$ cat src/rtl/pio_irq_pkg.sv
package pio_irq_pkg;
  localparam int unsigned IO_SEL_W  = 6;
  localparam int unsigned NUM_SLOTS = 4;

  typedef struct packed {
    logic inp;
    logic outp;
    logic ski;
    logic sko;
    logic ion;
    logic iof;
  } io_cmd_t;
endpackage

$ cat src/rtl/pio_slot_dec.sv
module pio_slot_dec #(
  parameter int unsigned SC_W  = 4,
  parameter int unsigned NSLOT = 4
) (
  input  logic [SC_W-1:0]  sc_val,
  output logic [NSLOT-1:0] slot
);
  for (genvar k = 0; k < NSLOT; k++) begin : g_slot
    assign slot[k] = (sc_val == SC_W'(k));
  end
endmodule

$ cat src/rtl/pio_dev_regs.sv
module pio_dev_regs #(
  parameter int unsigned DATA_W = 8
) (
  input  logic              clk,
  input  logic              rst_n,
  input  logic              in_stb,
  input  logic [DATA_W-1:0] in_data,
  input  logic              out_ack,
  input  logic              do_inp,
  input  logic              do_out,
  input  logic [DATA_W-1:0] acc_lo,
  output logic [DATA_W-1:0] inpr_q,
  output logic [DATA_W-1:0] outr_q,
  output logic              fgi_q,
  output logic              fgo_q
);
  logic fgi_d, fgo_d;

  // device event is applied last so it has priority over an instruction clear
  always_comb begin
    fgi_d = fgi_q;
    if (do_inp) fgi_d = 1'b0;
    if (in_stb) fgi_d = 1'b1;
    fgo_d = fgo_q;
    if (do_out)  fgo_d = 1'b0;
    if (out_ack) fgo_d = 1'b1;
  end

  always_ff @(posedge clk or negedge rst_n) begin
    if (!rst_n) begin
      inpr_q <= '0;
      outr_q <= '0;
      fgi_q  <= 1'b0;
      fgo_q  <= 1'b1;
    end else begin
      if (in_stb) inpr_q <= in_data;
      if (do_out) outr_q <= acc_lo;
      fgi_q <= fgi_d;
      fgo_q <= fgo_d;
    end
  end
endmodule

$ cat src/rtl/pio_irq_ctrl.sv
module pio_irq_ctrl
  import pio_irq_pkg::*;
#(
  parameter int unsigned ADDR_W = 12
) (
  input  logic                 clk,
  input  logic                 rst_n,
  input  logic [NUM_SLOTS-1:0] slot,
  input  logic                 io_exec,
  input  io_cmd_t              cmd,
  input  logic                 fgi,
  input  logic                 fgo,
  input  logic [ADDR_W-1:0]    pc_val,
  output logic                 ien_q,
  output logic                 r_q,
  output logic [ADDR_W-1:0]    tr_q,
  output logic                 rt0,
  output logic                 rt1,
  output logic                 rt2
);
  logic ien_d, r_d, tr_en, arm;

  assign rt0   = r_q & slot[0];
  assign rt1   = r_q & slot[1];
  assign rt2   = r_q & slot[2];
  assign tr_en = rt0;
  assign arm   = ien_q & (fgi | fgo) & ~(slot[0] | slot[1] | slot[2]);

  always_comb begin
    ien_d = ien_q;
    if (io_exec && cmd.ion) ien_d = 1'b1;
    if (io_exec && cmd.iof) ien_d = 1'b0;
    if (rt2)                ien_d = 1'b0;
    r_d = r_q;
    if (arm) r_d = 1'b1;
    if (rt2) r_d = 1'b0;
  end

  always_ff @(posedge clk or negedge rst_n) begin
    if (!rst_n) begin
      ien_q <= 1'b0;
      r_q   <= 1'b0;
      tr_q  <= '0;
    end else begin
      ien_q <= ien_d;
      r_q   <= r_d;
      if (tr_en) tr_q <= pc_val;
    end
  end
endmodule

$ cat src/rtl/pio_irq_unit.sv
module pio_irq_unit
  import pio_irq_pkg::*;
#(
  parameter int unsigned DATA_W = 8,
  parameter int unsigned ADDR_W = 12,
  parameter int unsigned SC_W   = 4
) (
  input  logic              clk,
  input  logic              rst_n,
  input  logic [SC_W-1:0]   sc_val,
  input  logic              dec_d7,
  input  logic              ir_ind,
  input  logic [5:0]        io_sel,
  input  logic [DATA_W-1:0] acc_lo,
  input  logic [ADDR_W-1:0] pc_val,
  input  logic              dev_in_stb,
  input  logic [DATA_W-1:0] dev_in_data,
  input  logic              dev_out_ack,
  output logic [DATA_W-1:0] dev_out_data,
  output logic              in_flag,
  output logic              out_flag,
  output logic              irq_en,
  output logic              irq_cyc,
  output logic              fetch_ok,
  output logic              acc_ld,
  output logic [DATA_W-1:0] acc_ld_data,
  output logic              pc_inc,
  output logic              pc_clr,
  output logic              ar_clr,
  output logic              sc_clr,
  output logic              mem_we,
  output logic [ADDR_W-1:0] mem_wdata
);
  logic [1:0]           rst_pipe;
  logic                 rst_sync_n;
  logic [NUM_SLOTS-1:0] slot;
  io_cmd_t              cmd;
  logic                 io_exec;
  logic                 rt0, rt1, rt2;
  logic [DATA_W-1:0]    inpr_q;
  logic                 skip_io;

  always_ff @(posedge clk or negedge rst_n) begin
    if (!rst_n) rst_pipe <= 2'b00;
    else        rst_pipe <= {rst_pipe[0], 1'b1};
  end
  assign rst_sync_n = rst_pipe[1];

  pio_slot_dec #(.SC_W(SC_W), .NSLOT(NUM_SLOTS)) u_slot (
    .sc_val (sc_val),
    .slot   (slot)
  );

  assign cmd     = io_cmd_t'(io_sel);
  assign io_exec = dec_d7 & ir_ind & slot[3];

  pio_dev_regs #(.DATA_W(DATA_W)) u_regs (
    .clk     (clk),
    .rst_n   (rst_sync_n),
    .in_stb  (dev_in_stb),
    .in_data (dev_in_data),
    .out_ack (dev_out_ack),
    .do_inp  (io_exec & cmd.inp),
    .do_out  (io_exec & cmd.outp),
    .acc_lo  (acc_lo),
    .inpr_q  (inpr_q),
    .outr_q  (dev_out_data),
    .fgi_q   (in_flag),
    .fgo_q   (out_flag)
  );

  pio_irq_ctrl #(.ADDR_W(ADDR_W)) u_ctrl (
    .clk     (clk),
    .rst_n   (rst_sync_n),
    .slot    (slot),
    .io_exec (io_exec),
    .cmd     (cmd),
    .fgi     (in_flag),
    .fgo     (out_flag),
    .pc_val  (pc_val),
    .ien_q   (irq_en),
    .r_q     (irq_cyc),
    .tr_q    (mem_wdata),
    .rt0     (rt0),
    .rt1     (rt1),
    .rt2     (rt2)
  );

  assign skip_io     = io_exec & ((cmd.ski & in_flag) | (cmd.sko & out_flag));
  assign fetch_ok    = ~irq_cyc;
  assign acc_ld      = io_exec & cmd.inp;
  assign acc_ld_data = inpr_q;
  assign pc_inc      = skip_io | rt2;
  assign pc_clr      = rt1;
  assign ar_clr      = rt0;
  assign sc_clr      = io_exec | rt2;
  assign mem_we      = rt1;
endmodule

$ cat config.mk
export PLATFORM = sky130hd
export DESIGN_NAME = pio_irq_unit
export DESIGN_NICKNAME = d
export VERILOG_FILES = /design/src/rtl/pio_irq_pkg.sv /design/src/rtl/pio_slot_dec.sv /design/src/rtl/pio_dev_regs.sv /design/src/rtl/pio_irq_ctrl.sv /design/src/rtl/pio_irq_unit.sv
export SDC_FILE = /design/constraint.sdc
export NUM_CORES = 1
export LEC_CHECK = 0
export ABC_CLOCK_PERIOD_IN_PS = 1400
export BUFFER_PORTS_ARGS = -buffer_cell sky130_fd_sc_hd__buf_2
export CORE_MARGIN = 10
export CORE_UTILIZATION = 43
export DETAILED_ROUTE_END_ITERATION = 10
export PLACE_DENSITY = 0.74
export RECOVER_POWER = 100
export SYNTH_ARGS = -nofsm -noshare
export SYNTH_HDL_FRONTEND = slang
export SYNTH_HIERARCHICAL = 1
export SYNTH_SLANG_ARGS = --single-unit
$ cat constraint.sdc
create_clock -name clk -period 1.4 [get_ports clk]
set_input_delay 0.14 -clock clk [delete_from_list [all_inputs] [get_ports clk]]
set_output_delay 0.14 -clock clk [all_outputs]
set_load 0.01 [all_outputs]
After elaboration in Yosys (flattened, before gate mapping)
Index checks and enable logic that the tools add are counted.
{ "word_totals": {"regBits": 34, "latchBits": 0, "mem_bits_rw": 0, "romBits": 0, "input_bits": 44, "word_cells": 47, "n_memories": 0} }
{ "classes": {"add_sub_neg": 0, "multipliers": 0, "div": 0, "order_cmp": 0, "n_eq_ne": 3, "shifts": 0, "muxes": 9, "bitwise_logic": 20, "reduce_logical": 7} }
{ "ops": {"columns": ["operator", "count"], "rows": [
  ["$and A1 B1 Y1", 12],
  ["$mux W1", 9],
  ["$eq A4 B2 Y1 const B", 2],
  ["$or A1 B1 Y1", 6],
  ["$reduce_bool A2 Y1", 3],
  ["$eq A4 B1 Y1 const B", 1],
  ["$logic_not A4 Y1", 1],
  ["$reduce_bool A3 Y1", 1],
  ["$logic_and A1 B1 Y1", 2],
  ["$not A1 Y1", 2]
]} }

Logic depth before layout (Yosys ltp)
Gate-level depths: netlist (run 1).
{ "logic_depth": {"ltp_word": 7, "mapped_depth": 6, "depth_no_buf": 5} }

Modules after synthesis
The synthesis (run 1) kept the hierarchy.
{ "by_module_without_submodules": {"columns": ["mod", "instances", "cells_per_inst", "area_each_um2", "seq_area_each_um2"], "rows": [
  ["pio_dev_regs", 1, 40, 738.2, 451.7],
  ["pio_irq_ctrl", 1, 37, 593.1, 350.3],
  ["pio_irq_unit", 1, 11, 113.9, 50.0],
  ["pio_slot_dec", 1, 4, 36.3, 0.0]
]} }

Worst setup path before layout (run 1)
OpenSTA, ideal clock, no wires.
{ "synth_path": {"path_kind": "input -> register", "startpoint": "in sc_val[2]", "endpoint": "reg u_regs.outr_q[0]", "arrival_time_ns": 1.175, "setup_slack_ns": 0.100, "cell_stages": 5, "path_buffers": 1, "cell_sequence": "and4bb_2 -> and3_4 -> and2_2 -> buf_6 -> mux2_4"} }
{ "synth_between": {"elab_chain_len": 3} }
{ "synth_rtl": {"columns": ["element", "line_no", "text"], "rows": [
  ["start: declaration", "pio_irq_unit.sv:10", "input logic [SC_W-1:0] sc_val,"],
  ["$eq A4 B2 Y1", "pio_slot_dec.sv:9", "assign slot[k] = (sc_val == SC_W'(k));"],
  ["$and A1 B1 Y1", "pio_irq_unit.sv:55", "assign io_exec = dec_d7 & ir_ind & slot[3];"],
  ["via io_exec", "pio_irq_unit.sv:38", "logic io_exec;"],
  ["$and A1 B1 Y1", "pio_irq_unit.sv:64", ".do_out (io_exec & cmd.outp),"],
  ["end signal: assignment", "pio_dev_regs.sv:37", "if (do_out) outr_q <= acc_lo;"],
  ["end: declaration", "pio_dev_regs.sv:13", "output logic [DATA_W-1:0] outr_q,"]
]} }
The timed path passes the listed nets, and every way through them passes these cells.
A chain may end at the register's enable or synchronous reset.

Worst setup path in the final report (run 1)
{ "layout_path": {"startpoint": "reg u_ctrl.r_q", "endpoint": "out sc_clr"} }
{ "layout_between": {"elab_chain_len": 2} }
{ "layout_rtl": {"columns": ["element", "line_no", "text"], "rows": [
  ["start: declaration", "pio_irq_ctrl.sv:15", "output logic r_q,"],
  ["start signal: assignment", "pio_irq_ctrl.sv:46", "r_q <= r_d;"],
  ["$and A1 B1 Y1", "pio_irq_ctrl.sv:25", "assign rt2 = r_q & slot[2];"],
  ["via rt2", "pio_irq_unit.sv:39", "logic rt0, rt1, rt2;"],
  ["$or A1 B1 Y1", "pio_irq_unit.sv:96", "assign sc_clr = io_exec | rt2;"],
  ["end: declaration", "pio_irq_unit.sv:30", "output logic sc_clr,"]
]} }
The timed path passes the listed nets, and every way through them passes these cells.

==> flow_metrics.env, run 1 <==
export IMPL_grt_pass1_wl_um=6380
export IMPL_synth_most_common_cell="dfrtp_1"
export IMPL_dr_pass1_iters=4
export IMPL_rsz0062_at_grt="yes"
export IMPL_htreeDepth=2
export IMPL_synthArstFlopShare_pct=100
export IMPL_finalCritPeriodShare_pct=99.9
export IMPL_worst_setup_path_start_kind="flip-flop"
export IMPL_via_count=1103
export IMPL_skew_ns=0.00922
export IMPL_yosys_warnings=6
export IMPL_swShare_pct=29.2
export IMPL_wl_um=4070
export IMPL_avgSynthCellArea_sq_um=16.1
export IMPL_critPathCapture="sc_clr"
export IMPL_holdCritStartpoint="pc_val[2]"
export IMPL_end_kind="output port"
export IMPL_antenna_cells=0
export IMPL_placed_cells=220
export IMPL_synth_ff_type="dfrtp_1"
export IMPL_cp_max_fo=3
export IMPL_syn_to_final_growth_pct=41.0
export IMPL_slew_viol_final=0
export IMPL_pwr_share_comb_pct=32.9
export IMPL_r2r_start="u_ctrl/r_q"
export IMPL_cts_buffers_inserted=5
export IMPL_nets=235
export IMPL_dpl_instance_area_sq_mm=0.00194
export IMPL_finalPower_mw=2.82
export IMPL_cts_num_sinks=34
export IMPL_tightest_slew_ns=0.769
export IMPL_grt_pass1_vias=1304
export IMPL_place_congestion=0.831
export IMPL_drc=0
export IMPL_die_height_um=78.7
export IMPL_netlist_area_leader_share_pct=55.7
export IMPL_clockBufferDepth=2
export IMPL_maxSlewHeadroom_pct=48.7
export IMPL_hpwlAfterDp_um=3140
export IMPL_finalSetupViolCount=0
export IMPL_core_rowCount=21
export IMPL_synth_cell_area_sq_mm=0.00148
export IMPL_timing_rr_end="u_ctrl/tr_q[1]"
export IMPL_layout_drive_gt1_share_pct=67.7
export IMPL_synth_edf_count=0
export IMPL_run_status="finished clean"
export IMPL_irDropWorstVdd_v=0.000703
export IMPL_coreArea_sq_mm=0.00334
export IMPL_critPathKind="reg2out"
export IMPL_clkPwrFrac_pct=19.5
export IMPL_wire_per_inst_um=17.1
export IMPL_cp_required_ns=1.26
export IMPL_hold_viol=0
export IMPL_maxCapViolCount=0
export IMPL_path_clk_slew_ns=0.10
export IMPL_synth_area_leader_cell="dfrtp_1"
export IMPL_ys_top_cells_by_area="dfrtp_1, mux2_4, buf_6, mux2_2, and2_2"
export IMPL_p_switching_uw=822
export IMPL_grt_overflow=0
export IMPL_drtIter0Drc=49
export IMPL_viasPerCell=4.63
export IMPL_io_buffers=82
export IMPL_synthDistinctLibCells=22
export IMPL_worst_r2r_path_depth=4
export IMPL_syn_nets=136
export IMPL_cp_startpoint="u_ctrl/r_q"
export IMPL_grt_max_degree=33
export IMPL_holdWs_ns=0.0327
export IMPL_seqPwrFrac_pct=47.6
export IMPL_cts_tree="built"
export IMPL_period_needed_ns=1.40
export IMPL_drtAntennaViolNets=0
export IMPL_hp_class="in2reg"
export IMPL_root_buffer="clkbuf_4"
export IMPL_crit_arrival_ns=1.26
export IMPL_regToRegSetupSlack_ns=0.14
export IMPL_num_io_pins=83
export IMPL_instances_no_fill=238
export IMPL_dieWidth_um=78.7
export IMPL_fmax_mhz=715
export IMPL_yosys_top_cells_count="dfrtp_1, mux2_4, inv_1"
export IMPL_syn_inst=92
export IMPL_pwr_density_cell_mw_per_mm2=1350
export IMPL_insertion_delay_ns=0.33
export IMPL_ys_ff_latch=34
export IMPL_track_usage_pct=13.0
export IMPL_intPower_mw=1.99
export IMPL_yosysSeqAreaShare_pct=57.5
export IMPL_initial_core_util_pct=44.4
export IMPL_antenna_found_initial=0
export IMPL_die_area_sq_mm=0.00619
export IMPL_post_route_util_pct=62.6
export IMPL_leakagePower_nw=1.12
export IMPL_stdcell_area_sq_mm=0.00209
per-layer routing:
metal	up-vias	part of all wire [%]	global-route usage (%)	routed length, um
li1	518	-	-	-
met1	538	37	12.6	1500
met2	42	56	23.7	2290
met3	5	5.7	5.18	232
met4	0	1.4	5.91	55
met5	-	0	0	0
cell families after synthesis:
kind of cell / Yosys count / share of synthesized area [%]
AOI/OAI and AO/OA: 7 / 3.55
buffers and inverters: 9 / 4.05
DFF: 34 / 57.5
muxes: 28 / 27.6
other: 1 / 0.253
and+or+nand+nor: 13 / 7.01
worst min-delay path by stage:
| stage | cells past startpoint | endpoint |
|---|---|---|
| 6_report | 2 | u_ctrl/tr_q[2] |
| 5_1_grt | 2 | u_regs/inpr_q[0] |
| 4_1_cts | 2 | u_ctrl/tr_q[2] |
| 3_5_place_dp | 1 | rst_pipe[0] |
| 3_3_place_gp | 1 | rst_pipe[1] |
| 2_1_floorplan | 0 | rst_pipe[0] |
flip-flops by register name (all words and copies together) (netlist names):
register / cells
u_regs/outr_q: 8
u_ctrl/ien_q: 1
u_ctrl/tr_q: 12
u_regs/inpr_q: 8
u_regs/fgi_q: 1
u_regs/fgo_q: 1
rst_pipe: 2
u_ctrl/r_q: 1
power by group through the flow:
stage          logic, mW  registers (mW)  clock network [mW]
2_1_floorplan      0.351            1.48                   0
3_5_place_dp       0.868            1.37                   0
4_1_cts            0.923            1.35               0.565
5_1_grt            0.998            1.37               0.632
6_report           0.928            1.34               0.548
3_3_place_gp       0.839            1.36                   0
through the flow:
stage               setup slack [ns]  TNS, ns
finish                       0.00193        0
global route                 -0.0699   -0.126
CTS                          -0.0332  -0.0332
detailed placement            -0.180    -2.79
global placement              -0.132    -2.16
floorplan                     0.0996        0
layout by cell type, fill, tap and decap left out, types with 2 or more instances in the layout:
cell / synthesis / layout
mux2_1: 0 / 8
a21o_1: 2 / 2
dfrtp_1: 33 / 32
and2_2: 4 / 2
mux2_4: 25 / 17
buf_4: 1 / 10
inv_1: 5 / 5
buf_2: 0 / 76
buf_6: 3 / 5
mux2_2: 3 / 3
clkbuf_1: 0 / 2
and2_4: 0 / 2
a211oi_1: 2 / 2
clkbuf_4: 0 / 5
dlygate4sd3_1: 0 / 3
critical path: stages, from the launching register on:
cell and delay, ns:
dfrtp_2 0.43, and2_4 0.16, or2_1 0.21, buf_6 0.13
layout make-up:
cell class	count	area, sq um
Multi-Input combinational cell	49	548
Inverter	5	18.8
Sequential cell	34	853
Clock buffer	7	55.1
Fill cell	282	1250
Tap cell	46	57.6
Clock inverter	1	5.00
Timing Repair Buffer	96	551
timing repair:
item                                    CTS  global route
hold endpoints to repair                  4             0
buffers inserted                          6             1
endpoints found under the setup margin    3             4
pin swaps                                 1             2
resized for setup                         2             7
hold buffers                              3             0
Note: power is estimated with default switching activity, not from simulation.
==> run 2: changes to the inputs <==
Settings changed: CTS_BUF_LIST set to sky130_fd_sc_hd__clkbuf_16, RECOVER_POWER 100 to not set.
==> flow_metrics.env, run 2 (same netlist as run 1, synthesis figures left out) <==
export IMPL_dr_pass1_iters=4
export IMPL_period_needed_ns=1.35
export IMPL_core_rowCount=21
export IMPL_run_status="finished clean"
export IMPL_worst_r2r_path_depth=3
export IMPL_hpwlAfterDp_um=3140
export IMPL_leakagePower_nw=1.18
export IMPL_layout_commonest_cell="buf_2"
export IMPL_cts_tree="built"
export IMPL_setup_tns_ns=0
export IMPL_drc=0
export IMPL_dieWidth_um=78.7
export IMPL_regMostFlops="u_ctrl/tr_q"
export IMPL_cp_required_ns=1.26
export IMPL_root_buffer="clkbuf_16"
export IMPL_intPower_mw=2.37
export IMPL_worst_setup_path_start_kind="flip-flop"
export IMPL_rsz0062_at_grt="no"
export IMPL_die_area_sq_mm=0.00619
export IMPL_clockBufferDepth=2
export IMPL_seqPwrFrac_pct=42.0
export IMPL_p_switching_uw=855
export IMPL_drtIter0Drc=45
export IMPL_skew_ns=0.00440
export IMPL_die_height_um=78.7
export IMPL_timing_rr_end="u_ctrl/tr_q[8]"
export IMPL_wl_um=3930
export IMPL_viasPerCell=4.66
export IMPL_initial_core_util_pct=44.4
export IMPL_nets=232
export IMPL_irDropWorstVdd_v=0.000916
export IMPL_coreArea_sq_mm=0.00334
export IMPL_cp_startpoint="u_ctrl/r_q"
export IMPL_grt_overflow=0
export IMPL_via_count=1094
export IMPL_hp_class="in2reg"
export IMPL_hold_viol=0
export IMPL_holdCritStartpoint="io_sel[0]"
export IMPL_num_io_pins=83
export IMPL_slew_viol_final=0
export IMPL_pwr_density_cell_mw_per_mm2=1510
export IMPL_critPathKind="reg2out"
export IMPL_largest_register_ffs=12
export IMPL_swShare_pct=26.5
export IMPL_pwr_share_comb_pct=27.3
export IMPL_wire_per_inst_um=16.7
export IMPL_finalCritPeriodShare_pct=96.3
export IMPL_finalSetupViolCount=0
export IMPL_cp_max_fo=5
export IMPL_end_kind="output port"
export IMPL_min_path_cells=2
export IMPL_grt_max_degree=33
export IMPL_syn_to_final_growth_pct=44.4
export IMPL_post_route_util_pct=64.1
export IMPL_largestRegisters="u_ctrl/tr_q: 12 flops, u_regs/inpr_q: 8 flops, u_regs/outr_q: 8 flops"
export IMPL_cts_num_sinks=34
export IMPL_grt_pass1_vias=1288
export IMPL_place_congestion=0.831
export IMPL_htreeDepth=2
export IMPL_crit_arrival_ns=1.21
export IMPL_track_usage_pct=12.7
export IMPL_antenna_cells=0
export IMPL_insertion_delay_ns=0.27
export IMPL_clkPwrFrac_pct=30.7
export IMPL_final_cell_mix="buf_2, dfrtp_1, mux2_4"
export IMPL_fmax_mhz=742
export IMPL_layout_drive_gt1_share_pct=72.5
export IMPL_regToRegSetupSlack_ns=0.23
export IMPL_path_clk_slew_ns=0.05
export IMPL_io_buffers=82
export IMPL_drtAntennaViolNets=0
export IMPL_maxCapViolCount=0
export IMPL_cts_buffers_inserted=5
export IMPL_grt_pass1_wl_um=6270
export IMPL_r2r_start="u_ctrl/r_q"
export IMPL_hold_end="u_ctrl/ien_q"
export IMPL_antenna_found_initial=0
==> run 2: worst max-delay path by stage <==
stage / endpoint
after floorplan: u_regs/outr_q[0]
after global placement: u_ctrl/tr_q[3]
after detailed placement: u_ctrl/tr_q[11]
after CTS: sc_clr
after global routing: sc_clr
final: sc_clr
==> run 2: area by class of cell <==
cell class | count | area [sq um]
fillers | 272 | 1200
flip-flops and latches | 34 | 853
multi-input cells | 49 | 577
repair buffers | 93 | 495
clock buffers | 5 | 125
well taps | 46 | 57.6
inverters | 5 | 18.8
clock inverters | 3 | 12.5
==> run 2: power by group through the flow <==
stage,Sequential (mW),Clock [mW],Combinational (mW)
5_1_grt,1.39,1.08,0.948
2_1_floorplan,1.48,0,0.351
3_3_place_gp,1.36,0,0.839
6_report,1.35,0.988,0.880
4_1_cts,1.37,1.02,0.877
3_5_place_dp,1.37,0,0.868
==> run 2: timing repair <==
item / in CTS / in global routing
setup endpoints to repair: 2 / 2
endpoints found under the hold margin: 2 / 0
pin swaps: 2 / 0
buffers inserted: 3 / 3
hold buffers: 1 / 0
resized for setup: 2 / 1
==> run 2: routing by layer <==
| layer | vias up | part of all wire, % | GRT usage [%] |
|---|---|---|---|
| met1 | 542 | 36 | 12.5 |
| met5 | - | 0 | 0 |
| li1 | 510 | - | - |
| met3 | 4 | 6.5 | 5.29 |
| met2 | 38 | 56 | 23.0 |
| met4 | 0 | 1.5 | 5.56 |
==> run 2: metrics by stage <==
step	std cells	setup slack [ns]	hold slack, ns	power, mW	area [sq um]
after floorplan	92	0.0996	-0.156	1.83	1480
after global placement	220	-0.132	-0.0753	2.20	1940
after detailed placement	220	-0.180	-0.0739	2.24	1940
after CTS	232	0.00918	0.0450	3.26	2110
after global routing	235	0.00195	0.0377	3.42	2140
final	235	0.0521	0.0468	3.22	2140
==> run 2: worst max-delay path, stage by stage, from the launching register on <==
cell     delay, ns
dfrtp_2       0.43
and2_4        0.17
or2_1         0.20
buf_2         0.14
